**src/rtl/clkmon_pkg.sv**
```systemverilog
package clkmon_pkg;
    typedef enum logic [1:0] {
        ST_HOLD,
        ST_START,
        ST_COUNT
    } win_state_e;

    // positions in the flag / clear vectors
    localparam int FL_BUFV  = 0;
    localparam int FL_SAT   = 1;
    localparam int FL_TRIG  = 2;
    localparam int FL_LFAIL = 3;
    localparam int FL_HFAIL = 4;
    localparam int FL_LWARN = 5;
    localparam int FL_HWARN = 6;
    localparam int NUM_FLAGS = 7;
endpackage

```
**src/rtl/clkmon_window_fsm.sv**
```systemverilog
module clkmon_window_fsm
    import clkmon_pkg::*;
#(
    parameter int W = 32
) (
    input  logic         clk,
    input  logic         rst_n,
    input  logic         hold,
    input  logic         tick,
    input  logic [W-1:0] win_len,
    output logic         win_end,
    output logic         in_start,
    output logic         in_count,
    output logic         stop_evt
);
    win_state_e   state_q, state_d;
    logic [W-1:0] wcnt_q;
    logic [W:0]   wcnt_inc;

    always_ff @(posedge clk or negedge rst_n) begin
        if (!rst_n) state_q <= ST_HOLD;
        else        state_q <= state_d;
    end

    always_comb begin
        state_d = state_q;
        unique case (state_q)
            ST_HOLD:  if (!hold) state_d = ST_START;
            ST_START: state_d = hold ? ST_HOLD : ST_COUNT;
            ST_COUNT: if (hold) state_d = ST_HOLD;
            default:  state_d = ST_HOLD;
        endcase
    end

    assign wcnt_inc = {1'b0, wcnt_q} + 1'b1;

    always_comb begin
        in_start = (state_q == ST_START);
        in_count = (state_q == ST_COUNT);
        stop_evt = (state_q != ST_HOLD) && hold;
        win_end  = in_count && !hold && tick && (wcnt_inc >= {1'b0, win_len});
    end

    always_ff @(posedge clk or negedge rst_n) begin
        if (!rst_n)                  wcnt_q <= '0;
        else if (!in_count)          wcnt_q <= '0;
        else if (win_end)            wcnt_q <= '0;
        else if (tick)               wcnt_q <= wcnt_inc[W-1:0];
    end

    // window position stays inside the programmed length
    assert_win_bound_R1: assert property (@(posedge clk) disable iff (!rst_n)
        (in_count && $past(wcnt_q) < $past(win_len) && $stable(win_len))
            |-> (wcnt_q < win_len));

    // the START state always lasts exactly one cycle
    assert_start_once_R3: assert property (@(posedge clk) disable iff (!rst_n)
        in_start |=> !in_start);
endmodule

```
**config.mk**
```make
export PLATFORM = sky130hd
export DESIGN_NAME = clkmon_window_fsm
export DESIGN_NICKNAME = d
export VERILOG_FILES = /design/src/rtl/clkmon_pkg.sv /design/src/rtl/clkmon_window_fsm.sv
export SDC_FILE = /design/constraint.sdc
export NUM_CORES = 1
export LEC_CHECK = 0
export CAP_MARGIN = 10
export CORE_ASPECT_RATIO = 1.4
export CORE_UTILIZATION = 44
export CTS_CLUSTER_DIAMETER = 200
export DETAILED_ROUTE_END_ITERATION = 8
export DONT_BUFFER_PORTS = 1
export SYNTH_ARGS = -nofsm -noshare
export SYNTH_HDL_FRONTEND = slang
export SYNTH_SLANG_ARGS = --single-unit
```
**constraint.sdc**
```tcl
create_clock -name clk -period 5.6 [get_ports clk]
set_clock_uncertainty 0.1 [all_clocks]
set_input_delay 1.68 -clock clk [delete_from_list [all_inputs] [get_ports clk]]
set_output_delay 1.68 -clock clk [all_outputs]
set_load 0.02 [all_outputs]
```
==> impl_metrics.ini, run 1 <==
[clock_tree]
cts_sinks = 34
clock_path_buffers = 2
worstSkewPairLatency_ns = 0.29
htreeDepth = 2
clock-root-buffer = clkbuf_8
cts_tree = built
cts_made_buffers = 5
cts_setup_buffers = 0
cts.clk_slew.worst_paths_ns = 0.07
ctsHoldBuffers = 0
post_cts_resized = 0

[logic_synthesis]
ys_async_sr_fraction_pct = 100
synth_nets = 455
synth_area_um2 = 3100
synth_edf_count = 0
synth_seq_cells = 34
syn_inst = 386
yosys_warnings = 0
synth_cell_type_count = 47
synth_area_per_cell_um2 = 8.03
seq_area_frac_synth_pct = 27.5
yosys_most_used_dff = dfrtp_1

[setup_path]
crit_end = win_end
path_max_fanout = 6
critPathKind = flop to output pin
required_ns = 3.82
r2r_cells = 14
rr_startpoint = wcnt_q[0]
reg2reg_slack_ns = 1.88
rr_endpoint = wcnt_q[1]
worstPathArrival_ns = 3.49
startpoint = wcnt_q[0]
worst_setup_path_start_kind = flop
critPathCaptureType = output pin

[floorplan]
die_y_um = 101
die_area_um2 = 7380
start_util_pct = 46.2
die_x_um = 72.9
io_pins = 40
core_area_um2 = 6700
fp-row-count = 35

[timing]
fin_crit_ns = 5.27
finalMaxSlewViolations = 0
hold_viol = 0
period_share_pct = 94.1
final-setup-viol-count = 0
worst_slack_ns = 0.332
fmax_ghz = 0.190
slew_headroom_pct = 63.6
worstMarginPinSlew_ns = 0.541
fin_setup_tns_ns = 0

[place]
portBuffers = 0
pre_cts_ws_ns = 0.410
post_dp_cell_area_um2 = 3160
dp_hpwl_mm = 5.20
place_congestion = 0.822

[power]
power_density_nw_per_um2 = 150
leakage_uw = 0.00146
ir_drop_mv = 0.109

[layout]
final_cell_mix = 65 x nand2_1, 37 x a21oi_1, 36 x inv_1, 34 x dfrtp_1, 33 x ha_1
synthToLayoutAreaGrowth_pct = 5.69
antennaDiodeCount = 0
final_common_cell = nand2_1
multi_input_comb_area_um2 = 2030
drive_gt1_share_pct = 8.14
fillers = 677
ff_latch_area_um2 = 851
fin_area_um2 = 3270
layout.nets = 449
final_util_pct = 48.9

[detailed_routing]
drc = 0
vias = 2647
first_pass_iters = 4
drt_iter0_drc = 100
viasPerCell = 5.60
ant_nets = 0
wl_per_cell_um = 15.4
routed_wl_mm = 7.31

[global_routing]
track_usage_pct = 21.6
antenna_found_initial = 0
grt_pass1_wl_mm = 12.5
grt_pass1_vias = 2695
grt_max_degree = 35
grt_overflow = 0

[flow_run]
max_cap_viol_count = 0

[status]
status = complete, no violations

[hold_path]
min_path_type = flop to flop
-- cell type report --
| class | count | area share [%] |
|---|---|---|
| Inverter | 36 | 4.13 |
| Clock buffer | 6 | 2.52 |
| Clock inverter | 2 | 0.382 |
| Timing Repair Buffer | 7 | 1.60 |
| Sequential cell | 34 | 26.0 |
| Tap cell | 92 | 3.52 |
| Multi-Input combinational cell | 296 | 61.9 |
-- routing by layer --
| metal | track usage (%) | share of wire, % | vias to the layer above |
|---|---|---|---|
| met5 | 0 | 0 | - |
| met4 | 6.49 | 1.6 | 0 |
| met3 | 2.19 | 1.6 | 10 |
| met2 | 39.5 | 50 | 39 |
| met1 | 26.6 | 47 | 1270 |
| li1 | - | - | 1328 |
-- cell families (layout without fill, tap and decap cells) --
logic type,after synthesis,in the layout,synth area share (%)
adder cells (fa/ha/maj),33,33,13.3
flip-flops,34,34,27.5
XOR/XNOR,30,30,8.48
AO/OA/AOI/OAI,67,67,13.9
buffers and inverters,56,51,7.84
AND/OR/NAND/NOR,166,166,29.0
-- worst min path at each step --
stage | endpoint | slack, ns | start | cells after the start
6_report | state_q[0] | 0.37 | state_q[0] | 1
5_1_grt | state_q[0] | 0.41 | state_q[0] | 1
4_1_cts | state_q[0] | 0.38 | state_q[0] | 1
3_5_place_dp | state_q[0] | 0.37 | state_q[0] | 1
3_3_place_gp | state_q[0] | 0.35 | state_q[0] | 1
2_1_floorplan | state_q[0] | 0.33 | state_q[0] | 1
-- stage by stage --
| stage | power, µW | hold slack (ns) | instances |
|---|---|---|---|
| finish | 492 | 0.369 | 473 |
| global route | 509 | 0.415 | 473 |
| CTS | 494 | 0.375 | 473 |
| detailed placement | 298 | 0.366 | 465 |
| global placement | 297 | 0.351 | 465 |
| floorplan | 290 | 0.333 | 386 |
-- critical path, stage by stage, from the launching register on --
cell,delay (ns)
dfrtp_1,0.44
ha_1,0.29
nand4_2,0.23
nor4_4,0.43
nand2_2,0.13
xnor2_1,0.18
ha_1,0.31
nand2_1,0.08
o21a_1,0.19
o221ai_1,0.16
nand2b_1,0.10
a41oi_2,0.26
nor2_4,0.09
nor3_1,0.14
buf_4,0.17
-- where the power goes --
part	internal [µW]	switching (µW)
clock network	99.0	99.8
registers	247	2.22
logic	13.8	29.4
-- flip-flops by register name (all words and copies together), names as in the netlist --
register and cells:
wcnt_q 32, state_q 2
-- synth_stat cells, drive strengths merged (3+ instances only) --
master,count,area (µm²)
nand2,66,250
a21oi,38,190
inv,36,135
dfrtp,34,851
ha,33,413
or3,24,150
xnor2,23,201
nand3,18,90.1
clkbuf,13,48.8
nand4,13,103
nor2,10,45.0
a211o,7,61.3
buf,7,58.8
xor2,7,61.3
nor4,6,73.8
and3,5,31.3
nor3,5,25.0
and2,4,25.0
nand2b,4,25.0
a21o,3,22.5
a32o,3,30.0
nand3b,3,22.5
nor2b,3,18.8
o21a,3,22.5
o21ai,3,15.0
Power figures use the tool's default switching activity.
==> run 2, diff against run 1 <==
--- a/config.mk
+++ b/config.mk
@@ -5,6 +5,7 @@
 export SDC_FILE = /design/constraint.sdc
 export NUM_CORES = 1
 export LEC_CHECK = 0
+export ABC_AREA = 1
 export CAP_MARGIN = 10
 export CORE_ASPECT_RATIO = 1.4
 export CORE_UTILIZATION = 44
==> run 2 against run 1 <==
Compared with the run above: area after synthesis up 4.2%; synthesized cell count is 34% higher; clock power is 44% higher; sequential share of layout area fell by 1.4 points; highest routed layer unchanged.
==> impl_metrics.ini, run 2 <==
[timing]
finalMaxSlewViolations = 0
fmax_ghz = 0.196
rsz0062_at_grt = false
worst_slack_ns = 0.493
period_share_pct = 91.2
fin_setup_tns_ns = 0
fin_crit_ns = 5.11
slew_headroom_pct = 68.2
worstMarginPinSlew_ns = 0.475
hold_viol = 0
final-setup-viol-count = 0

[logic_synthesis]
yosys_warnings = 0
synth_edf_count = 0
yosysMostFrequentCell = nand2_1
synth_seq_cells = 34
synth_area_per_cell_um2 = 6.24
synth_top_area_share_pct = 26.4
syn_inst = 517
synth.area.top_cells = dfrtp_1 26%, nand2_1 22%, ha_1 13%
yosys_most_used_dff = dfrtp_1
synthTopCellsByCount = 193 x nand2_1, 94 x inv_1, 70 x nor2_1
seq_area_frac_synth_pct = 26.4
ys_async_sr_fraction_pct = 100
synth_area_um2 = 3230
synth_top_area_cell = dfrtp_1
synth_cell_type_count = 29
synth_nets = 586

[layout]
synthToLayoutAreaGrowth_pct = 7.21
reg_top3 = wcnt_q (32), state_q (2)
largest_reg_flops = 32
multi_input_comb_area_um2 = 1970
final_cell_mix = 193 x nand2_1, 94 x inv_1, 70 x nor2_1, 34 x dfrtp_1, 33 x ha_1
fin_area_um2 = 3460
fillers = 761
largest-register = wcnt_q
ff_latch_area_um2 = 851
final_common_cell = nand2_1
drive_gt1_share_pct = 4.82
antennaDiodeCount = 0
layout.nets = 587
final_util_pct = 49.3

[global_routing]
antenna_found_initial = 0
grt_max_degree = 35
grt_pass1_vias = 2766
grt_overflow = 0
grt_pass1_wl_mm = 12.2
track_usage_pct = 21.0

[clock_tree]
clock_path_buffers = 2
post_cts_resized = 0
clock-root-buffer = clkbuf_8
cts_sinks = 34
cts.clk_slew.worst_paths_ns = 0.08
cts_setup_buffers = 0
cts_tree = built
cts_made_buffers = 5
ctsHoldBuffers = 0
worstSkewPairLatency_ns = 0.30
htreeDepth = 2

[setup_path]
rr_endpoint = wcnt_q[15]
worstPathArrival_ns = 3.33
critPathCaptureType = output pin
reg2reg_slack_ns = 2.04
startpoint = wcnt_q[0]
worst_setup_path_start_kind = flop
required_ns = 3.82
crit_end = win_end
path_max_fanout = 5
critPathKind = flop to output pin
rr_startpoint = wcnt_q[0]
r2r_cells = 20

[power]
power_density_nw_per_um2 = 167
finalPower_uw = 577
leakage_uw = 0.00206
ir_drop_mv = 0.0982

[floorplan]
start_util_pct = 45.9
die_area_um2 = 7690
die_y_um = 103
io_pins = 40
fp-row-count = 36
core_area_um2 = 7030
die_x_um = 74.4

[place]
pre_cts_ws_ns = 0.603
portBuffers = 0
post_dp_cell_area_um2 = 3320
dp_hpwl_mm = 5.42
place_congestion = 0.785

[detailed_routing]
routed_wl_mm = 7.12
wl_per_cell_um = 11.6
ant_nets = 0
drc = 0
first_pass_iters = 4
viasPerCell = 4.72
drt_iter0_drc = 115
vias = 2900

[status]
status = complete, no violations

[flow_run]
max_cap_viol_count = 0

[hold_path]
min_path_type = flop to flop
==> run 2: changes by cell type after synthesis, sizes merged, moves of 5 or more <==
cell / before / now
a211o: 7 / 0
xnor2: 23 / 6
clkbuf: 13 / 6
nor2: 10 / 75
nand4: 13 / 5
xor2: 7 / 14
nand2: 66 / 197
a21oi: 38 / 13
or3: 24 / 0
nor4: 6 / 1
inv: 36 / 95
==> run 2: per-stage QoR <==
step	hold WS [ns]	cells
after floorplan	0.352	517
after global placement	0.382	606
after detailed placement	0.390	606
after CTS	0.402	614
after global routing	0.413	614
final	0.401	614
==> run 2: power breakdown <==
| part | total, µW | leakage (µW) | switching (µW) | internal (µW) |
|---|---|---|---|---|
| Clock | 287 | 0.0000714 | 97.4 | 190 |
| Combinational | 39.0 | 0.00151 | 26.8 | 12.2 |
| Sequential | 250 | 0.000473 | 2.91 | 248 |
| Total | 577 | 0.00206 | 127 | 450 |
==> run 2: routing by layer <==
layer  vias up  GRT usage [%]  part of all wire [%]  routed length [µm]
met2        43           37.6                    50                3560
met4         0           8.71                   2.5                 175
met5         -              0                     0                   0
met1      1291           24.3                    45                3200
met3        12           3.49                   2.7                 189
li1       1554              -                     -                   -
==> run 2: how the worst min path moves through the flow <==
stage                     slack (ns)  cells after the start  startpoint    endpoint
after floorplan                 0.35                      1  state_q[1]  state_q[0]
after global placement          0.38                      1  state_q[1]  state_q[0]
after detailed placement        0.39                      1  state_q[1]  state_q[0]
after CTS                       0.40                      1  state_q[1]  state_q[0]
after global routing            0.41                      1  state_q[1]  state_q[0]
final                           0.40                      1  state_q[1]  state_q[0]
==> run 2: layout make-up <==
cell class                 instances  share of cell area (%)
sequential                        34                    24.6
clock buffer                       6                    2.39
inverter                          95                    10.3
clock inverter                     2                    1.74
multi-input combinational        379                    56.9
timing repair buffer               3                   0.651
tap                               95                    3.43
==> run 2: cell families after synthesis <==
logic type / synth area share, %
AO/OA/AOI/OAI: 4.15
XOR/XNOR: 5.43
adder cells (fa/ha/maj): 12.8
buffers and inverters: 12.8
flip-flops: 26.4
AND/OR/NAND/NOR: 38.5
==> run 2: worst max-delay path, cell delays in order, from the launching register on <==
cell and delay [ns]:
dfrtp_1 0.43, ha_1 0.19, nand2_1 0.10, nor2_2 0.16
nand2_2 0.14, nor4_1 0.27, xor2_1 0.22, inv_1 0.07
ha_1 0.29, nand2_1 0.05, nor2_1 0.17, nand2_1 0.10
nor2_1 0.28, nand2_1 0.10, nand3_1 0.10, o21ai_0 0.10
nand2_2 0.10, nand2_4 0.05, inv_2 0.11
